$ cat src/rtl/hbw_pkg.sv
package hbw_pkg;
    typedef enum logic [1:0] {
        PH_IDLE    = 2'd0,
        PH_RUN     = 2'd1,
        PH_EXPIRED = 2'd2
    } phase_e;
endpackage

$ cat src/rtl/hbw_sync.sv
module hbw_sync #(
    parameter int STAGES = 2
) (
    input  logic clk,
    input  logic rst_n,
    input  logic d,
    output logic q
);
    logic [STAGES-1:0] chain_d;
    logic [STAGES-1:0] chain_q;

    assign chain_d[0] = d;
    for (genvar i = 1; i < STAGES; i++) begin : g_stage
        assign chain_d[i] = chain_q[i-1];
    end

    always_ff @(posedge clk or negedge rst_n) begin
        if (!rst_n) chain_q <= '0;
        else        chain_q <= chain_d;
    end

    assign q = chain_q[STAGES-1];
endmodule

$ cat src/rtl/hbw_edge.sv
module hbw_edge (
    input  logic clk,
    input  logic rst_n,
    input  logic level,
    output logic change
);
    logic prev_d;
    logic prev_q;

    always_comb begin
        prev_d = level;
        change = (level != prev_q);
    end

    always_ff @(posedge clk or negedge rst_n) begin
        if (!rst_n) prev_q <= 1'b0;
        else        prev_q <= prev_d;
    end
endmodule

$ cat src/rtl/hbw_counter.sv
module hbw_counter
    import hbw_pkg::*;
#(
    parameter int TIMEOUT = 12,
    parameter int CW      = $clog2(TIMEOUT + 1)
) (
    input  logic          clk,
    input  logic          rst_n,
    input  logic          hold,
    input  logic          restart,
    output logic          expired,
    output phase_e        phase,
    output logic [CW-1:0] cnt
);
    localparam logic [CW-1:0] LIMIT = CW'(TIMEOUT);
    localparam logic [CW-1:0] ONE   = CW'(1);

    typedef struct packed {
        phase_e        phase;
        logic [CW-1:0] cnt;
    } tmr_state_t;

    tmr_state_t st_d;
    tmr_state_t st_q;

    always_comb begin
        st_d = st_q;
        if (hold) begin
            st_d.phase = PH_IDLE;
            st_d.cnt   = '0;
        end else if (restart) begin
            st_d.phase = PH_RUN;
            st_d.cnt   = '0;
        end else begin
            case (st_q.phase)
                PH_RUN: begin
                    st_d.cnt = st_q.cnt + ONE;
                    if (st_q.cnt + ONE >= LIMIT) begin
                        st_d.phase = PH_EXPIRED;
                        st_d.cnt   = LIMIT;
                    end
                end
                PH_EXPIRED: st_d = st_q;
                default: begin
                    st_d.phase = PH_IDLE;
                    st_d.cnt   = '0;
                end
            endcase
        end
    end

    always_ff @(posedge clk or negedge rst_n) begin
        if (!rst_n) st_q <= '{phase: PH_IDLE, cnt: '0};
        else        st_q <= st_d;
    end

    assign expired = (st_q.phase == PH_EXPIRED);
    assign phase   = st_q.phase;
    assign cnt     = st_q.cnt;
endmodule

$ cat src/rtl/hbw_top.sv
module hbw_top
    import hbw_pkg::*;
#(
    parameter int TIMEOUT     = 320_000_000,
    parameter int SYNC_STAGES = 2
) (
    input  logic clk,
    input  logic rst_n,
    input  logic hb_raw,
    input  logic hb_float,
    input  logic sys_rst_act,
    input  logic supply_ok,
    output logic wdo_n
);
    localparam int CW = $clog2(TIMEOUT + 1);

    logic          hb_sync;
    logic          edge_pulse;
    logic          hold;
    logic          expired;
    phase_e        phase_q;
    logic [CW-1:0] cnt_q;

    hbw_sync #(.STAGES(SYNC_STAGES)) u_sync (
        .clk   (clk),
        .rst_n (rst_n),
        .d     (hb_raw),
        .q     (hb_sync)
    );

    hbw_edge u_edge (
        .clk    (clk),
        .rst_n  (rst_n),
        .level  (hb_sync),
        .change (edge_pulse)
    );

    assign hold = hb_float | sys_rst_act;

    hbw_counter #(.TIMEOUT(TIMEOUT), .CW(CW)) u_cnt (
        .clk     (clk),
        .rst_n   (rst_n),
        .hold    (hold),
        .restart (edge_pulse),
        .expired (expired),
        .phase   (phase_q),
        .cnt     (cnt_q)
    );

    assign wdo_n = supply_ok & ~expired;
endmodule

$ cat config.mk
export PLATFORM = sky130hd
export DESIGN_NAME = hbw_top
export DESIGN_NICKNAME = d
export VERILOG_FILES = /design/src/rtl/hbw_pkg.sv /design/src/rtl/hbw_sync.sv /design/src/rtl/hbw_edge.sv /design/src/rtl/hbw_counter.sv /design/src/rtl/hbw_top.sv
export SDC_FILE = /design/constraint.sdc
export NUM_CORES = 1
export LEC_CHECK = 0
export ABC_AREA = 1
export BUFFER_PORTS_ARGS = -buffer_cell sky130_fd_sc_hd__buf_2
export CORE_MARGIN = 3
export CORE_UTILIZATION = 54
export DETAILED_ROUTE_END_ITERATION = 12
export PLACE_DENSITY = 0.71
export SLEW_MARGIN = 20
export SYNTH_ARGS = -nofsm -noshare
export SYNTH_HDL_FRONTEND = slang
export SYNTH_SLANG_ARGS = --single-unit
export TNS_END_PERCENT = 100
$ cat constraint.sdc
create_clock -name clk -period 3.8 [get_ports clk]
set_clock_uncertainty 0.2 [all_clocks]
set_input_delay 0.38 -clock clk [delete_from_list [all_inputs] [get_ports clk]]
set_output_delay 0.38 -clock clk [all_outputs]
set_load 0.03 [all_outputs]
==> impl_metrics.toml, run 1 <==
[sta]
final.period_utilization_pct = 81.6
max_slew.worst_pin.slew_ns = 0.879
slew_violations = 0
hold_violations = 0
period_needed_ns = 3.10
layout_setup_ws_ns = 0.700
max_freq_mhz = 323
relSlewSlack_pct = 41.3
report.final.setup_viol = 0
totalNegativeSetupSlack_ns = 0
rsz0062_at_grt = "no"

[die]
start_util_pct = 57.3
die-area_mm2 = 0.00519
row_count = 23
core-area_mm2 = 0.00412
io_pins = 7
fp.dieH_um = 72.1
die_x_um = 72.1

[clock_tree]
numCtsBuffers = 5
clkTransAtPathRegs_ns = 0.07
clk_latency_ns = 0.30
root_buffer = "clkbuf_8"
cts.htree.levels = 2
cts_tree = "yes"
clk_path_buf_depth = 2
numClockSinks = 34

[worst_hold_path]
min_to = "u_cnt.phase[0]"
hp-start = "hb_float"
holdPathStages = 4
hold_class = "in2reg"

[placed_design]
gp_congestion = 0.884
io_buffers = 6
dp_hpwl_mm = 3.99
post-place-ws_ns = 0.730

[yosys]
yosys_warnings = 0
ys_types = 27
synth_nets = 356
syn_inst = 349
netlist_area_mm2 = 0.00236
synth.yosys.seq_area_share_pct = 36.1
ys_ff_latch = 34
avgSynthCellArea_um2 = 6.75

[finish]
n_antenna_cell = 0
drive_gt1_share_pct = 15.2
final_common_cell = "nand2_1"
area_growth_pct = 9.56
n_fill_cell = 374
nets = 367
final_cell_mix = "135 x nand2_1, 47 x nor2_1, 35 x inv_1, 34 x dfrtp_1, 22 x nand3_1"

[global_routing]
grt_pass1_vias = 2005
grt_util_all_layers_pct = 23.0
grt_pass1_wl_mm = 9.14
antenna_found_initial = 0
grt-ovfl-total = 0
grt_max_degree = 35

[power_and_ir_drop]
power_leakage_nw = 1.09
ir_drop_uv = 248
total_power_w = 0.000821
p_per_area_mw_per_mm2 = 318

[routing]
first_iter_violations = 118
ant_nets = 0
vias = 2131
first_pass_iters = 4
wl_per_cell_um = 13.0
drcViolationCount = 0
drt_wl_total_mm = 5.36
viasPerCell = 5.18

[setup_path]
rrSetupSlack_ns = 0.70
crit_fanout = 22
cp.arrival_ns = 3.09
critPathKind = "reg2reg"
cp-end-kind = "flop"
r2r_end = "u_cnt.cnt[8]"
slowest_stage = "nand4_2"
reg2reg_from = "u_cnt.cnt[1]"
max_stage_delay_ns = 0.69
worst_ep_required_time_ns = 3.79
timing.critical_path.mode_cell = "nand2_1"
r2r_cells = 11
crit_chain = "ha_1 -> nand3_1 -> nor2_2 -> nand2_2 -> o21ai_0 -> nand2_1 -> o21ai_1 -> nand2_1 -> nand2_1 -> nand4_2 -> o21ai_0"
cp_num_buf_inv = 0
cp-start-kind = "flop"
crit_family = "simple AND/OR/NAND/NOR gates"

[flow_run]
drv_cap = 0

[outcome]
status = "complete, no violations"
## registers in the layout, summed over array words and instances, names as in the netlist
| name | count |
|---|---|
| u_cnt.cnt | 29 |
| u_cnt.phase | 2 |
| u_sync.chain_q | 2 |
| u_edge.prev_q | 1 |
## worst max-delay path by stage
stage / from / to / slack (ns) / cells after the start
floorplan: u_cnt.cnt[1] / u_cnt.cnt[2] / 1.64 / 13
global placement: u_cnt.cnt[1] / u_cnt.cnt[9] / 0.87 / 11
detailed placement: u_cnt.cnt[1] / u_cnt.cnt[8] / 0.73 / 11
CTS: u_cnt.cnt[1] / u_cnt.cnt[8] / 0.71 / 11
global route: u_cnt.cnt[1] / u_cnt.cnt[8] / 0.42 / 11
finish: u_cnt.cnt[1] / u_cnt.cnt[8] / 0.70 / 11
## cells by family after synthesis
logic type | share of synthesized area (%)
compound gates | 9.13
xor+xnor | 4.46
fa+ha+maj | 0.531
buf+inv | 7.33
flops | 36.1
simple gates | 42.4
## what timing repair did
item,CTS,global route
hold buffers,2,0
setup buffers,0,0
endpoints found under the setup margin,0,0
gates resized for setup,0,0
hold endpoints to repair,35,0
## per-stage QoR
stage,cell area (µm²),cells,util (%),hold slack [ns]
after floorplan,2360,349,-,-0.116
final,2580,411,62.7,0.154
after CTS,2580,411,62.7,0.155
after global placement,2420,401,58.8,0.148
after detailed placement,2420,401,58.8,0.147
after global routing,2580,411,62.7,0.170
## tightest hold or removal path: stages
cell and delay [ns]:
buf_2 0.07, nor2_1 0.05, nand2_1 0.06, nand2_1 0.05
## synthesized netlist by cell type, drive strengths merged
cell | instances | share of area (%)
nand2 | 142 | 23
nor2 | 59 | 11
inv | 36 | 5.7
dfrtp | 34 | 36
o21ai | 23 | 7.6
nand3 | 22 | 4.7
xor2 | 9 | 3.3
nand3b | 5 | 1.8
a21oi | 3 | 0.96
xnor2 | 3 | 1.1
and2 | 2 | 0.53
buf | 2 | 0.96
clkbuf | 2 | 0.32
clkinv | 2 | 0.32
nand4 | 2 | 0.80
ha | 1 | 0.53
o21bai | 1 | 0.32
o22ai | 1 | 0.27
## cell type report
cell class              count  area [µm²]  share of cell area, %
well taps                  50        62.6                   2.42
clock buffers               6        82.6                   3.20
flip-flops and latches     34         851                   33.0
multi-input cells         273        1330                   51.6
inverters                  38         143                   5.53
clock inverters             2        60.1                   2.33
repair buffers              8        50.0                   1.94
## metal layers
metal  GRT usage, %  vias up  routed length [µm]
li1               -     1099                   -
met5              0        -                   0
met2           37.6       51                2460
met4           7.31        0                 104
met1           29.9      968                2500
met3           5.82       13                 290
## power breakdown
group / total (W) / leakage (nW) / internal [W] / switching [W]
logic: 0.0000296 / 0.556 / 0.00000905 / 0.0000205
clock network: 0.000421 / 0.0714 / 0.000280 / 0.000142
registers: 0.000370 / 0.467 / 0.000367 / 0.00000357
total: 0.000821 / 1.09 / 0.000656 / 0.000166
(Power assumes the default switching activity.)
==> run 2, diff against run 1 <==
ABC_AREA = 0   (was 1)
clock period = 3.1 ns   (was 3.8 ns; I/O delays follow)
==> impl_metrics.toml, run 2 <==
[clock_tree]
numClockSinks = 34
cts.htree.levels = 2
cts_tree = "yes"
numCtsBuffers = 5
clkTransAtPathRegs_ns = 0.07
root_buffer = "clkbuf_8"
clk_latency_ns = 0.30
clk_path_buf_depth = 2

[power_and_ir_drop]
p_per_area_mw_per_mm2 = 356
net-switching-power_w = 0.000201
p_int_w = 0.000777
p_seq_share_pct = 45.7
ir_drop_uv = 279
p_clk_share_pct = 51.4
power_leakage_nw = 1.12
pwr-share-comb_pct = 2.9
total_power_w = 0.000979
swShare_pct = 20.6

[yosys]
synth_top_cells_by_count = "36 x nand2_1, 34 x dfrtp_1, 27 x nand3_1"
yosys.area_share.simple_pct = 34.9
ys_ff_latch = 34
synth_edf_count = 0
syn_inst = 289
synth_most_common_cell = "nand2_1"
synthAdderAreaFrac_pct = 0.517
synth_xor_area_share_pct = 3.26
synth-async-reset-ratio_pct = 100
synthMuxAreaShare_pct = 1.24
yosys_warnings = 0
synth_compound_area_share_pct = 19.5
synthFlopType = "dfrtp_1"
yosysTopAreaCellShare_pct = 35.1
avgSynthCellArea_um2 = 8.38
synth.yosys.seq_area_share_pct = 35.1
synth_nets = 296
netlist_area_mm2 = 0.00242
synth_top_area_cell = "dfrtp_1"
ys_types = 62
synthTopCellsByArea = "dfrtp_1 35%, nand2_1 5.6%, nand3_1 5.6%"
synth_top_family_by_area = "simple AND/OR/NAND/NOR gates"

[setup_path]
cp-end-kind = "flop"
timing.critical_path.mode_cell = "a211oi_2"
crit_chain = "nand4_1 -> or4_4 -> and3_1 -> a211oi_2 -> a211oi_2 -> o21ai_4 -> a31o_2 -> o311ai_1"
rrSetupSlack_ns = 0.15
cp-start-kind = "flop"
critPathKind = "reg2reg"
max_stage_delay_ns = 0.63
slowest_stage = "or4_4"
crit_fanout = 11
worst_ep_required_time_ns = 3.06
crit_family = "simple AND/OR/NAND/NOR gates"
cp.arrival_ns = 2.91
cp_num_buf_inv = 0

[die]
start_util_pct = 58.0
core-area_mm2 = 0.00417
row_count = 23
io_pins = 7
die_x_um = 73.0
die-area_mm2 = 0.00532
fp.dieH_um = 73.0

[placed_design]
place_area_mm2 = 0.00253
dp_hpwl_mm = 4.14
post-place-ws_ns = 0.0232
dp.cells = 342
gp_congestion = 0.908
io_buffers = 6

[finish]
n_antenna_cell = 0
n_fill_cell = 359
fin_area_mm2 = 0.00275
multi_input_area_mm2 = 0.00147
ff_latch_area_um2 = 851
drive_gt1_share_pct = 19.3
largest_reg_flops = 29
stdcell_count = 355
final_common_cell = "nand2_1"
nets = 311
area_growth_pct = 13.6
final_cell_mix = "36 x nand2_1, 34 x dfrtp_1, 27 x nand3_1, 21 x nor2_1, 16 x buf_4"

[sta]
max_freq_mhz = 339
layout_setup_ws_ns = 0.152
relSlewSlack_pct = 48.0
slew_violations = 0
hold_violations = 0
period_needed_ns = 2.95
report.final.setup_viol = 0
max_slew.worst_pin.slew_ns = 0.779
final.period_utilization_pct = 95.1
rsz0062_at_grt = "yes"

[routing]
wl_per_cell_um = 17.1
vias = 2298
first_iter_violations = 166
ant_nets = 0
drcViolationCount = 0
viasPerCell = 6.47
drt_wl_total_mm = 6.06
first_pass_iters = 5

[global_routing]
grt_util_all_layers_pct = 25.1
grt-ovfl-total = 0
antenna_found_initial = 0
grt_pass1_vias = 2133
grt_pass1_wl_mm = 10.4
grt_max_degree = 35

[outcome]
status = "complete, no violations"

[worst_hold_path]
hold_class = "in2reg"

[flow_run]
drv_cap = 0
[run 2: cell types whose count changed after synthesis, moves of 9 or more]
| cell | previous run | this run |
|---|---|---|
| inv_1 | 35 | 8 |
| nand2_1 | 135 | 36 |
| nand4_1 | 1 | 15 |
| nor2_1 | 47 | 21 |
| nor3_1 | 0 | 9 |
| o21ai_2 | 17 | 0 |
[run 2: cells by family (layout without fill, tap and decap cells)]
family          Yosys count  in the layout
mux                       3              3
simple gates            152            152
flops                    34             34
compound gates           64             64
xor+xnor                  9              9
fa+ha+maj                 1              1
buf+inv                  26             42
[run 2: layout make-up]
class | instances | share of cell area, %
Multi-Input combinational cell | 229 | 53.5
Sequential cell | 34 | 30.9
Timing Repair Buffer | 26 | 7.14
Clock buffer | 5 | 2.50
Clock inverter | 3 | 2.50
Tap cell | 50 | 2.27
Inverter | 8 | 1.09
[run 2: path summary, 6_finish.rpt]
check                                  start  cells past startpoint                end
max in group asynchronous              rst_n                      2      u_cnt.cnt[26]
setup / recovery                u_cnt.cnt[5]                      8      u_cnt.cnt[20]
hold reg to reg            u_sync.chain_q[0]                      0  u_sync.chain_q[1]
min in group asynchronous              rst_n                      2      u_cnt.cnt[27]
hold / removal                      hb_float                      4     u_cnt.phase[0]
setup reg to reg                u_cnt.cnt[5]                      8      u_cnt.cnt[20]
[run 2: through the flow]
step | hold slack [ns] | utilization [%] | TNS [ns]
after floorplan | -0.186 | - | 0
after global placement | 0.135 | 60.7 | 0
after detailed placement | 0.140 | 60.7 | 0
after CTS | 0.0921 | 64.4 | 0
after global routing | 0.111 | 65.9 | -0.00601
final | 0.0968 | 65.9 | 0
[run 2: repair_timing]
item	in CTS	in global routing
endpoints found under the hold margin	35	0
buffers inserted	0	3
gates resized for setup	0	8
setup endpoints to repair	0	28
hold buffers	2	0
[run 2: worst reg2reg max path, delay by kind of cell (launching register included)]
kind             cells  cell delay, ns
AO/OA/AOI/OAI        5            1.05
AND/OR/NAND/NOR      3            1.08
flip-flops           1            0.49
[run 2: power by group through the flow]
stage | sequential [W] | clock (W) | combinational (W)
floorplan | 0.000456 | 0 | 0.00000962
global placement | 0.000456 | 0 | 0.0000265
detailed placement | 0.000457 | 0 | 0.0000269
CTS | 0.000448 | 0.000511 | 0.0000289
global route | 0.000448 | 0.000532 | 0.0000321
finish | 0.000448 | 0.000503 | 0.0000282
[run 2: per-layer routing]
metal | GRT usage [%] | wire (µm)
met5 | 0 | 0
met4 | 9.22 | 95
met3 | 5.23 | 274
met2 | 39.1 | 2880
met1 | 34.3 | 2810
==> run 3, diff against run 2 <==
REMOVE_ABC_BUFFERS = 1   (was unset)
==> impl_metrics.toml, run 3 (same netlist as run 2, synthesis figures left out) <==
[die]
io_pins = 7
fp.dieH_um = 73.0
core-area_mm2 = 0.00417
die-area_mm2 = 0.00532
start_util_pct = 58.0
die_x_um = 73.0
row_count = 23

[sta]
period_needed_ns = 2.95
report.final.setup_viol = 0
max_slew.worst_pin.slew_ns = 0.809
layout_setup_ws_ns = 0.145
slew_violations = 0
final.period_utilization_pct = 95.3
hold_violations = 0
max_freq_mhz = 338
hold_slack_ns = 0.0967
relSlewSlack_pct = 45.4

[routing]
first_iter_violations = 381
ant_nets = 0
vias = 2394
first_pass_iters = 5
drcViolationCount = 0
wl_per_cell_um = 17.5
drt_wl_total_mm = 6.30
viasPerCell = 6.65

[worst_hold_path]
hold_class = "in2reg"
holdPathStages = 4

[placed_design]
dp_hpwl_mm = 4.17
gp_congestion = 0.950
place_area_mm2 = 0.00256
post-place-ws_ns = 0.0865
io_buffers = 6

[setup_path]
critPathKind = "reg2reg"
cp-end-kind = "flop"
rrSetupSlack_ns = 0.15
crit_fanout = 13
r2r_cells = 8
worst_ep_required_time_ns = 3.06
cp.arrival_ns = 2.92
cp-start-kind = "flop"

[clock_tree]
clkTransAtPathRegs_ns = 0.08
clk_path_buf_depth = 2
root_buffer = "clkbuf_8"
numCtsBuffers = 5
numClockSinks = 34
cts.htree.levels = 2
clk_latency_ns = 0.29
cts_tree = "yes"

[finish]
final_cell_mix = "36 x nand2_1, 31 x dfrtp_1, 27 x nand3_1, 23 x buf_4, 21 x nor2_1"
area_growth_pct = 13.4
n_antenna_cell = 0
largest_reg_flops = 29
fin_area_mm2 = 0.00275
drive_gt1_share_pct = 21.0
final_common_cell = "nand2_1"
utilization_pct = 65.8
ff_latch_area_um2 = 855
n_fill_cell = 346
nets = 316
multi_input_area_mm2 = 0.00146

[power_and_ir_drop]
p_per_area_mw_per_mm2 = 325
power_leakage_nw = 1.10
ir_drop_uv = 275
total_power_w = 0.000892

[global_routing]
grt_max_degree = 35
grt_util_all_layers_pct = 26.0
antenna_found_initial = 0
grt_pass1_vias = 2285
grt_pass1_wl_mm = 10.8
grt-ovfl-total = 0

[outcome]
status = "complete, no violations"

[flow_run]
drv_cap = 0
==> run 3: cell count changes in the layout (fill, tap and decap cells not counted), moves of 2 or more <==
cell        previous run  this run
dfrtp_1               34        31
buf_4                 16        23
dfrtp_2                0         3
clkinvlp_4             0         2
==> run 3: path summary, 6_finish.rpt <==
kind / start / to
max reg2reg: u_cnt.cnt[1] / u_cnt.cnt[20]
max in group asynchronous: rst_n / u_cnt.cnt[6]
min: hb_float / u_cnt.phase[0]
max: u_cnt.cnt[1] / u_cnt.cnt[20]
min reg2reg: u_sync.chain_q[0] / u_sync.chain_q[1]
min in group asynchronous: rst_n / u_cnt.cnt[27]
==> run 3: power by group <==
group	internal (W)	leakage, nW	switching (W)
logic	0.00000863	0.588	0.0000188
registers	0.000446	0.463	0.00000155
clock network	0.000239	0.0504	0.000177
==> run 3: final cells by class <==
cell class	instances	share of cell area (%)
multi-input cells	229	53.3
flip-flops and latches	34	31.1
repair buffers	31	8.11
clock buffers	5	2.51
well taps	50	2.28
clock inverters	3	1.64
inverters	8	1.09
==> run 3: timing repair <==
| item | CTS | global route |
|---|---|---|
| hold buffers | 2 | 0 |
| setup endpoints to repair | 0 | 29 |
| buffers inserted | 0 | 4 |
| hold endpoints to repair | 35 | 0 |
| resized for setup | 0 | 6 |
==> run 3: worst max-delay path, stage by stage, from the launching register on <==
cell and delay (ns):
dfrtp_1 0.43, nand2_1 0.17, or4_4 0.68, and3_1 0.24, a211oi_2 0.28, a211oi_2 0.13, o21ai_4 0.22, a31o_2 0.32
o311ai_1 0.14
==> run 3: per-stage QoR <==
stage          std cells  TNS (ns)
6_report             360         0
5_1_grt              360  -0.00870
4_1_cts              356         0
3_5_place_dp         346         0
3_3_place_gp         346         0
2_1_floorplan        271    -0.142
==> run 3: routing by layer <==
layer	track usage, %	share of wire (%)
met1	35.6	44
met2	41.8	46
met3	5.51	7.3
met4	7.17	2.0
met5	0	0
